$ cat src/rtl/sbm_pkg.sv
package sbm_pkg;
  localparam int REG_W      = 5;
  localparam int PRG_BANK_W = 4;
  localparam int CHR_BANK_W = 5;
  localparam int PRG_OFS_W  = 14;
  localparam int CHR_OFS_W  = 12;
  localparam int NT_OFS_W   = 10;
  localparam int LOCK_CYC   = 2;

  typedef enum logic [1:0] {
    MIR_LOW  = 2'd0,
    MIR_HIGH = 2'd1,
    MIR_VERT = 2'd2,
    MIR_HORZ = 2'd3
  } mirror_e;

  typedef struct packed {
    logic                  chr_mode;
    logic                  prg_size;
    logic                  prg_mode;
    mirror_e               mirror;
    logic [CHR_BANK_W-1:0] chr_bank_a;
    logic [CHR_BANK_W-1:0] chr_bank_b;
    logic                  ram_dis;
    logic [PRG_BANK_W-1:0] prg_bank;
  } cfg_t;
endpackage

$ cat src/rtl/sbm_serial_port.sv
module sbm_serial_port
  import sbm_pkg::*;
#(
  parameter int LOCK = LOCK_CYC,
  parameter int W    = REG_W
) (
  input  logic         clk_i,
  input  logic         rst_ni,
  input  logic         wr_i,
  input  logic [2:0]   wr_addr_i,
  input  logic         wr_clr_i,
  input  logic         wr_bit_i,
  output logic         accept_o,
  output logic         abort_o,
  output logic         commit_o,
  output logic [1:0]   sel_o,
  output logic [W-1:0] value_o
);
  localparam int LW = $clog2(LOCK + 1);
  localparam int CW = $clog2(W);

  logic [LW-1:0] lock_q;
  logic [CW-1:0] cnt_q;
  logic [W-1:0]  shift_q;
  logic [W-1:0]  shifted;
  logic          shift_en;

  assign accept_o = wr_i && wr_addr_i[2] && (lock_q == '0);
  assign abort_o  = accept_o && wr_clr_i;
  assign shift_en = accept_o && !wr_clr_i;
  assign shifted  = {wr_bit_i, shift_q[W-1:1]};
  assign commit_o = shift_en && (cnt_q == CW'(W - 1));
  assign sel_o    = wr_addr_i[1:0];
  assign value_o  = shifted;

  always_ff @(posedge clk_i or negedge rst_ni) begin
    if (!rst_ni) begin
      lock_q  <= '0;
      cnt_q   <= '0;
      shift_q <= '0;
    end else begin
      if (accept_o)             lock_q <= LW'(LOCK);
      else if (lock_q != '0)    lock_q <= lock_q - 1'b1;
      if (abort_o)              cnt_q <= '0;
      else if (shift_en)        cnt_q <= commit_o ? '0 : cnt_q + 1'b1;
      // partial data is kept on abort; five fresh shifts replace it fully
      if (shift_en)             shift_q <= shifted;
    end
  end
endmodule

$ cat src/rtl/sbm_cfg_regs.sv
module sbm_cfg_regs
  import sbm_pkg::*;
(
  input  logic             clk_i,
  input  logic             rst_ni,
  input  logic             abort_i,
  input  logic             commit_i,
  input  logic [1:0]       sel_i,
  input  logic [REG_W-1:0] value_i,
  output cfg_t             cfg_o
);
  cfg_t cfg_q;

  always_ff @(posedge clk_i or negedge rst_ni) begin
    if (!rst_ni) begin
      cfg_q            <= '0;
      cfg_q.prg_size   <= 1'b1;
      cfg_q.prg_mode   <= 1'b1;
      cfg_q.chr_bank_b <= CHR_BANK_W'(1);
    end else if (abort_i) begin
      cfg_q.prg_size <= 1'b1;
      cfg_q.prg_mode <= 1'b1;
    end else if (commit_i) begin
      case (sel_i)
        2'd0: begin
          cfg_q.chr_mode <= value_i[4];
          cfg_q.prg_size <= value_i[3];
          cfg_q.prg_mode <= value_i[2];
          cfg_q.mirror   <= mirror_e'(value_i[1:0]);
        end
        2'd1: cfg_q.chr_bank_a <= value_i[CHR_BANK_W-1:0];
        2'd2: cfg_q.chr_bank_b <= value_i[CHR_BANK_W-1:0];
        default: begin
          cfg_q.ram_dis  <= value_i[4];
          cfg_q.prg_bank <= value_i[PRG_BANK_W-1:0];
        end
      endcase
    end
  end

  assign cfg_o = cfg_q;
endmodule

$ cat src/rtl/sbm_prg_xlate.sv
module sbm_prg_xlate #(
  parameter int OFS_W  = 14,
  parameter int BANK_W = 4
) (
  input  logic [BANK_W-1:0]       bank_i,
  input  logic                    size16_i,
  input  logic                    mode_i,
  input  logic [OFS_W:0]          addr_i,
  output logic [BANK_W+OFS_W-1:0] addr_o
);
  logic              hi;
  logic [BANK_W-1:0] bank;

  assign hi = addr_i[OFS_W];

  always_comb begin
    if (!size16_i)         bank = {bank_i[BANK_W-1:1], hi};
    else if (hi != mode_i) bank = bank_i;
    else                   bank = {BANK_W{hi}};
  end

  assign addr_o = {bank, addr_i[OFS_W-1:0]};
endmodule

$ cat src/rtl/sbm_chr_xlate.sv
module sbm_chr_xlate #(
  parameter int OFS_W  = 12,
  parameter int BANK_W = 5
) (
  input  logic [BANK_W-1:0]       bank_a_i,
  input  logic [BANK_W-1:0]       bank_b_i,
  input  logic                    split_i,
  input  logic [OFS_W:0]          addr_i,
  output logic [BANK_W+OFS_W-1:0] addr_o
);
  logic              hi;
  logic [BANK_W-1:0] bank;

  assign hi = addr_i[OFS_W];

  always_comb begin
    if (split_i) bank = hi ? bank_b_i : bank_a_i;
    else         bank = {bank_a_i[BANK_W-1:1], hi};
  end

  assign addr_o = {bank, addr_i[OFS_W-1:0]};
endmodule

$ cat src/rtl/sbm_nt_xlate.sv
module sbm_nt_xlate
  import sbm_pkg::*;
#(
  parameter int OFS_W = NT_OFS_W
) (
  input  mirror_e          mirror_i,
  input  logic [OFS_W+1:0] addr_i,
  output logic [OFS_W:0]   addr_o
);
  logic page;

  always_comb begin
    case (mirror_i)
      MIR_LOW:  page = 1'b0;
      MIR_HIGH: page = 1'b1;
      MIR_VERT: page = addr_i[OFS_W];
      default:  page = addr_i[OFS_W+1];
    endcase
  end

  assign addr_o = {page, addr_i[OFS_W-1:0]};
endmodule

$ cat src/rtl/serial_bank_mapper.sv
module serial_bank_mapper
  import sbm_pkg::*;
#(
  parameter int PRG_IW = PRG_OFS_W + 1,
  parameter int PRG_OW = PRG_OFS_W + PRG_BANK_W,
  parameter int CHR_IW = CHR_OFS_W + 1,
  parameter int CHR_OW = CHR_OFS_W + CHR_BANK_W,
  parameter int NT_IW  = NT_OFS_W + 2,
  parameter int NT_OW  = NT_OFS_W + 1
) (
  input  logic              clk_i,
  input  logic              rst_ni,
  input  logic              wr_i,
  input  logic [2:0]        wr_addr_i,
  input  logic              wr_clr_i,
  input  logic              wr_bit_i,
  input  logic [PRG_IW-1:0] prg_addr_i,
  input  logic [CHR_IW-1:0] chr_addr_i,
  input  logic [NT_IW-1:0]  nt_addr_i,
  output logic [PRG_OW-1:0] prg_addr_o,
  output logic [CHR_OW-1:0] chr_addr_o,
  output logic [NT_OW-1:0]  nt_addr_o,
  output logic              ram_dis_o
);
  logic             accept;
  logic             abort;
  logic             commit;
  logic [1:0]       sel;
  logic [REG_W-1:0] value;
  cfg_t             cfg;

  sbm_serial_port #(.LOCK(LOCK_CYC), .W(REG_W)) u_port (
    .clk_i, .rst_ni, .wr_i, .wr_addr_i, .wr_clr_i, .wr_bit_i,
    .accept_o(accept), .abort_o(abort), .commit_o(commit),
    .sel_o(sel), .value_o(value)
  );

  sbm_cfg_regs u_regs (
    .clk_i, .rst_ni, .abort_i(abort), .commit_i(commit),
    .sel_i(sel), .value_i(value), .cfg_o(cfg)
  );

  sbm_prg_xlate #(.OFS_W(PRG_OFS_W), .BANK_W(PRG_BANK_W)) u_prg (
    .bank_i(cfg.prg_bank), .size16_i(cfg.prg_size), .mode_i(cfg.prg_mode),
    .addr_i(prg_addr_i), .addr_o(prg_addr_o)
  );

  sbm_chr_xlate #(.OFS_W(CHR_OFS_W), .BANK_W(CHR_BANK_W)) u_chr (
    .bank_a_i(cfg.chr_bank_a), .bank_b_i(cfg.chr_bank_b), .split_i(cfg.chr_mode),
    .addr_i(chr_addr_i), .addr_o(chr_addr_o)
  );

  sbm_nt_xlate #(.OFS_W(NT_OFS_W)) u_nt (
    .mirror_i(cfg.mirror), .addr_i(nt_addr_i), .addr_o(nt_addr_o)
  );

  assign ram_dis_o = cfg.ram_dis;
endmodule

$ cat config.mk
export PLATFORM = sky130hd
export DESIGN_NAME = serial_bank_mapper
export DESIGN_NICKNAME = d
export VERILOG_FILES = /design/src/rtl/sbm_pkg.sv /design/src/rtl/sbm_serial_port.sv /design/src/rtl/sbm_cfg_regs.sv /design/src/rtl/sbm_prg_xlate.sv /design/src/rtl/sbm_chr_xlate.sv /design/src/rtl/sbm_nt_xlate.sv /design/src/rtl/serial_bank_mapper.sv
export SDC_FILE = /design/constraint.sdc
export NUM_CORES = 1
export LEC_CHECK = 0
export BUFFER_PORTS_ARGS = -buffer_cell sky130_fd_sc_hd__buf_2
export CAP_MARGIN = 20
export CORE_ASPECT_RATIO = 0.8
export CORE_MARGIN = 5
export CORE_UTILIZATION = 44
export CTS_CLUSTER_DIAMETER = 120
export DETAILED_ROUTE_END_ITERATION = 6
export PLACE_DENSITY = 0.79
export SLEW_MARGIN = 5
export SYNTH_ARGS = -nofsm -noshare
export SYNTH_HDL_FRONTEND = slang
export SYNTH_SLANG_ARGS = --single-unit
$ cat constraint.sdc
create_clock -name clk_i -period 2.1 [get_ports clk_i]
set_input_delay 0.42 -clock clk_i [delete_from_list [all_inputs] [get_ports clk_i]]
set_output_delay 0.42 -clock clk_i [all_outputs]
set_load 0.005 [all_outputs]
Yosys cells after proc, flatten, opt, wreduce, memory -nomap -nowiden
Index checks and enable logic that the tools add are counted.
- memory bits (writable): 0
- bits in latches: 0
- memories: 0
- register bits: 30
- logic and storage cells: 57
- ROM bits: 0
- multiply operators: 0
- magnitude comparators: 0
- reduce and logical (&&, ||, !) cells: 20
- add/subtract/negate cells: 2
- mux-type cells: 16
- bitwise operators: 2
- shift operators: 0
- divide/modulo/power cells: 0
- equal/unequal tests: 6
- operator list (operator ; count):
    5-bit two-way mux ; 5
    19-bit two-way mux ; 1
    4-bit two-way mux ; 3
    3-bit AND reduction ; 4
    2-bit nonzero test ; 5
    3-bit two-way mux ; 3
    2-bit zero test ; 3
    2-bit two-way mux ; 3
    1-bit logical AND ; 5
    2-bit by 1-bit == test with 1-bit output, second input constant ; 2
    2-bit == test, second input constant ; 2
    3-bit by 1-bit adder with 3-bit output, second input constant ; 1
    3-bit == test, second input constant ; 1
    1-bit case mux with 3 select lines ; 1
    3-bit OR reduction ; 1
    1-bit inverter ; 2
    2-bit AND reduction ; 1
    2-bit by 1-bit subtractor with 2-bit output, second input constant ; 1
    1-bit zero test ; 1
    1-bit inequality test ; 1

Longest topological paths before layout
- depth after elaboration: 7
- mapped depth: 5
- gate-level depth less buffers: 5

Modules after synthesis
A second synthesis with hierarchy kept.
- cells, all modules: 153
- area total of the unflattened synthesis: 1805.5 µm²
- modules (own cells, without submodules) (module ; cells each ; area each (µm²) ; instances ; sequential area each (µm²)):
    sbm_cfg_regs ; 49 ; 852.1 ; 1 ; 504.2
    sbm_serial_port ; 42 ; 490.5 ; 1 ; 225.2
    sbm_prg_xlate ; 28 ; 193.9 ; 1 ; 0.0
    sbm_chr_xlate ; 20 ; 171.4 ; 1 ; 0.0
    sbm_nt_xlate ; 14 ; 97.6 ; 1 ; 0.0

Least setup slack after synthesis
Ideal clock, no wire load.
- path kind: reg-to-reg
- start point: register u_port.lock_q[0]
- end point: register u_regs.cfg_q, in the netlist u_regs.cfg_o[9]
- cell stages (with the launch flop): 6
- setup slack: 373 ps
- required time: 1975 ps
- clock period less this slack: 1727 ps
- buffers on the path: 0
- data arrival time: 1602 ps
- cell sequence: dfrtp_1 -> inv_1 -> ha_1 -> nand4b_4 -> nor4b_4 -> mux2_2
- word-level cells in the longest chain between the ends: 5
- elaborated cells on any way between the ends: 7
- RTL lines (what ; RTL line ; text):
    from (decl) ; sbm_serial_port.sv:22 ; logic [LW-1:0] lock_q;
    from (signal assigned) ; sbm_serial_port.sv:42 ; if (accept_o) lock_q <= LW'(LOCK);
    from (signal assigned) ; sbm_serial_port.sv:43 ; else if (lock_q != '0) lock_q <= lock_q - 1'b1;
    2-bit zero test * ; sbm_serial_port.sv:28 ; assign accept_o = wr_i && wr_addr_i[2] && (lock_q == '0);
    1-bit logical AND * ; sbm_serial_port.sv:28 ;
    1-bit logical AND (on tied branches) ; sbm_serial_port.sv:30, sbm_serial_port.sv:29 ;
    1-bit logical AND / 1-bit inverter (equally long branches) ; - ;
    3-bit AND reduction (no source line) * ; - ;
    to (decl) ; sbm_cfg_regs.sv:12 ; cfg_t cfg_q;
Every way passes the cells marked *; elsewhere a longest branch is shown, timed or not.
A chain may end at the register's enable or synchronous reset.

Final worst setup path
Ends and elaborated chain as after synthesis.

==> impl_metrics.ini <==
[run_status]
status = complete, no violations

[floorplanning]
num_rows = 20
die_area_sq_um = 5300
die_x_um = 80.2
start_util = 0.456
chipHeight_um = 66.2
coreArea_sq_um = 3800
pin_count = 95

[routing]
first_pass_iters = 4
finalWirelength_um = 2760
num_vias = 1022
post_drt_wl_per_cell_um = 13.4
first_iter_violations = 34
drc_errors = 0
viasPerCell = 4.96
drtAntennaViolNets = 0

[setup_path]
arrival_ns = 2.06
crit_path_top_delay_cell = nor4b_4
crit_family = simple AND/OR/NAND/NOR gates
timing.rr.start = u_port.lock_q[0]$_DFFE_PN0P_
r2r_end = u_regs.cfg_o[9]$_DFFE_PN0P_
max_stage_delay_ns = 0.43
worst_r2r_path_depth = 5
crit_type = register to register
end_kind = register
worstPathMaxFanout = 7
cp-start-kind = register
ff2ff_setup_slack_ns = 0.20
path_buf_inv = 1
required_ns = 2.25
path_cells = inv_1 > ha_1 > nand4b_4 > nor4b_4 > mux2_2

[global_routing]
grt_antenna_before_repair = 0
grt_max_degree = 30
grt_remaining_overflow = 0
grt_pass1_wl_um = 4670
grtUsageTotal = 0.116
grt_pass1_vias = 993

[timing]
post-route-period-util = 0.907
finalSetupViolCount = 0
relSlewSlack = 0.592
timing.fmax_mhz = 525
tns_ns = 0
final-hold-violation-count = 0
rsz0062_at_grt = no
fin_crit_ns = 1.90
worst_pin_slew_ns = 0.612
clock_skew_ns = 0.00632
slew_viol_final = 0
holdWs_ns = 0.153
setup_ws_ns = 0.196

[synth]
yosysWarnings = 0
synthTopCellsByArea = dfrtp_1, buf_4, mux2_2
synth_area_sq_um = 1730
syn-num-nets = 210
synthDistinctLibCells = 28
syn_inst = 159
seq_area_frac_synth = 0.421
synth_top_area_frac = 0.375
synth_top_area_cell = dfrtp_1
syn_avg_cell_area_sq_um = 10.9
synth_seq_cells = 29

[final_layout]
utilization = 0.451
finalNetCount = 201
drive_above_1_share = 0.397
syn_to_final_growth_pct = -1.15
diodes = 0

[cts]
root_buffer = clkbuf_8
numClockSinks = 29
path_clk_slew_ns = 0.06
ctsHoldBuffers = 0
postCtsSetupRepairBufs = 0
ctsHtreeMaxLevel = 2
clk_path_buf_depth = 2
cts_tree = built
ctsResizeCount = 0
insertion_delay_ns = 0.28
numCtsBuffers = 5

[placed_design]
portBuffers = 22
gp_congestion = 0.755
dp.final_hpwl_um = 2040
pre_cts_slack_ns = 0.188

[power]
power_frac_seq = 0.480
p_leak_nw = 0.860
p_per_area_nw_per_um2 = 969
clkPwrFrac = 0.277
p_int_mw = 1.13
pwr-share-comb = 0.243
irDropWorstVdd_mv = 0.484
power.switching_mw = 0.535
switching_share = 0.322

[worst_hold_path]
min_path_type = primary input to asynchronous set/reset pin

[flow_run]
max_cap_viol_count = 0
-- worst reg2reg max path, delay by kind of cell, from the launching register on --
kind	cells	cell delay, ns
AND/OR/NAND/NOR	2	0.67
multiplexers	1	0.39
flip-flops	1	0.36
adder cells (fa/ha/maj)	1	0.29
buffers and inverters	1	0.09
-- area by class of cell --
type / count / area [sq um]
Clock buffer: 8 / 90.1
Fill cell: 379 / 2090
Inverter: 6 / 22.5
Multi-Input combinational cell: 86 / 693
Sequential cell: 29 / 729
Tap cell: 55 / 68.8
Timing Repair Buffer: 22 / 110
-- worst max path at each step --
stage | startpoint | to | slack (ns) | cells after the start
6_report | u_port.lock_q[0]$_DFFE_PN0P_ | u_regs.cfg_o[9]$_DFFE_PN0P_ | 0.20 | 5
5_1_grt | u_port.cnt_q[0]$_DFFE_PN0P_ | u_regs.cfg_o[19]$_DFFE_PN0P_ | 0.06 | 5
4_1_cts | u_port.lock_q[0]$_DFFE_PN0P_ | u_regs.cfg_o[9]$_DFFE_PN0P_ | 0.17 | 5
3_5_place_dp | u_port.cnt_q[0]$_DFFE_PN0P_ | u_regs.cfg_o[9]$_DFFE_PN0P_ | 0.19 | 5
3_3_place_gp | u_port.lock_q[0]$_DFFE_PN0P_ | u_regs.cfg_o[9]$_DFFE_PN0P_ | 0.26 | 5
2_1_floorplan | u_port.lock_q[0]$_DFFE_PN0P_ | u_regs.cfg_o[9]$_DFFE_PN0P_ | 0.37 | 5
-- state kept, by name, summed over array words and instances, names as in the netlist --
signal,flops
u_regs.cfg_o,20
u_port.lock_q,2
u_port.shift_q,4
u_port.cnt_q,3
-- logic make-up (layout without fill, tap and decap cells) --
logic type               after synthesis  after routing  share of synthesized area
buffers and inverters                 44             36                      0.180
AO/OA/AOI/OAI                         19             19                     0.0620
flip-flops                            29             29                      0.421
adder cells (fa/ha/maj)                3              3                     0.0216
AND/OR/NAND/NOR                       40             40                      0.160
multiplexers                          24             24                      0.156
-- cells in the mapped netlist, drive strengths merged --
| cell | count |
|---|---|
| buf | 38 |
| dfrtp | 26 |
| mux2 | 24 |
| nand2 | 13 |
| a21oi | 11 |
| nor2 | 10 |
| inv | 6 |
| nor4 | 4 |
| dfstp | 3 |
| ha | 3 |
| nand2b | 3 |
| nor4b | 3 |
| o21ai | 3 |
| a211oi | 2 |
| a211o | 1 |
| a21boi | 1 |
| a31oi | 1 |
| and4 | 1 |
| and4b | 1 |
| nand3 | 1 |
| nand4b | 1 |
| nand4bb | 1 |
| nor3 | 1 |
| nor4bb | 1 |
-- layout by cell type, fill, tap and decap left out --
| master | synthesis | final |
|---|---|---|
| clkbuf_8 | 0 | 6 |
| nor4_2 | 1 | 1 |
| nor4bb_1 | 1 | 1 |
| nor3_4 | 1 | 1 |
| nor4b_1 | 2 | 2 |
| nor4b_4 | 1 | 1 |
| a21boi_0 | 1 | 1 |
| nand2b_1 | 3 | 3 |
| a211oi_1 | 2 | 2 |
| nand4b_4 | 1 | 1 |
| dfrtp_1 | 26 | 26 |
| and4b_1 | 1 | 1 |
| a31oi_1 | 1 | 1 |
| and4_1 | 1 | 1 |
| mux2_2 | 24 | 24 |
| nand4bb_1 | 1 | 1 |
| nand3_1 | 1 | 1 |
| nor4_4 | 1 | 1 |
| o21ai_0 | 3 | 3 |
| nand2_1 | 13 | 13 |
| dfstp_2 | 3 | 3 |
| nor4_1 | 2 | 2 |
| a21oi_1 | 11 | 11 |
| ha_1 | 3 | 3 |
| buf_2 | 0 | 22 |
| a211o_1 | 1 | 1 |
| nor2_1 | 10 | 10 |
| clkbuf_1 | 0 | 2 |
| inv_1 | 6 | 6 |
-- power groups by stage --
stage	combinational (mW)	sequential, mW	clock (mW)
2_1_floorplan	0.360	0.765	0
5_1_grt	0.465	0.819	0.512
4_1_cts	0.411	0.797	0.480
3_3_place_gp	0.395	0.803	0
6_report	0.403	0.798	0.461
3_5_place_dp	0.410	0.807	0
-- routing by layer --
metal,share of wire,vias to the layer above,GRT usage
met3,0.060,6,0.0586
met5,0,-,0
li1,-,496,-
met2,0.48,30,0.177
met1,0.45,490,0.142
met4,0.016,0,0.0401
-- through the flow --
stage	power, mW	area, sq um	cells
2_1_floorplan	1.13	1730	159
3_3_place_gp	1.20	1620	198
3_5_place_dp	1.22	1620	198
4_1_cts	1.69	1710	206
5_1_grt	1.80	1710	206
6_report	1.66	1710	206
Note: power is estimated with default switching activity, not from simulation.
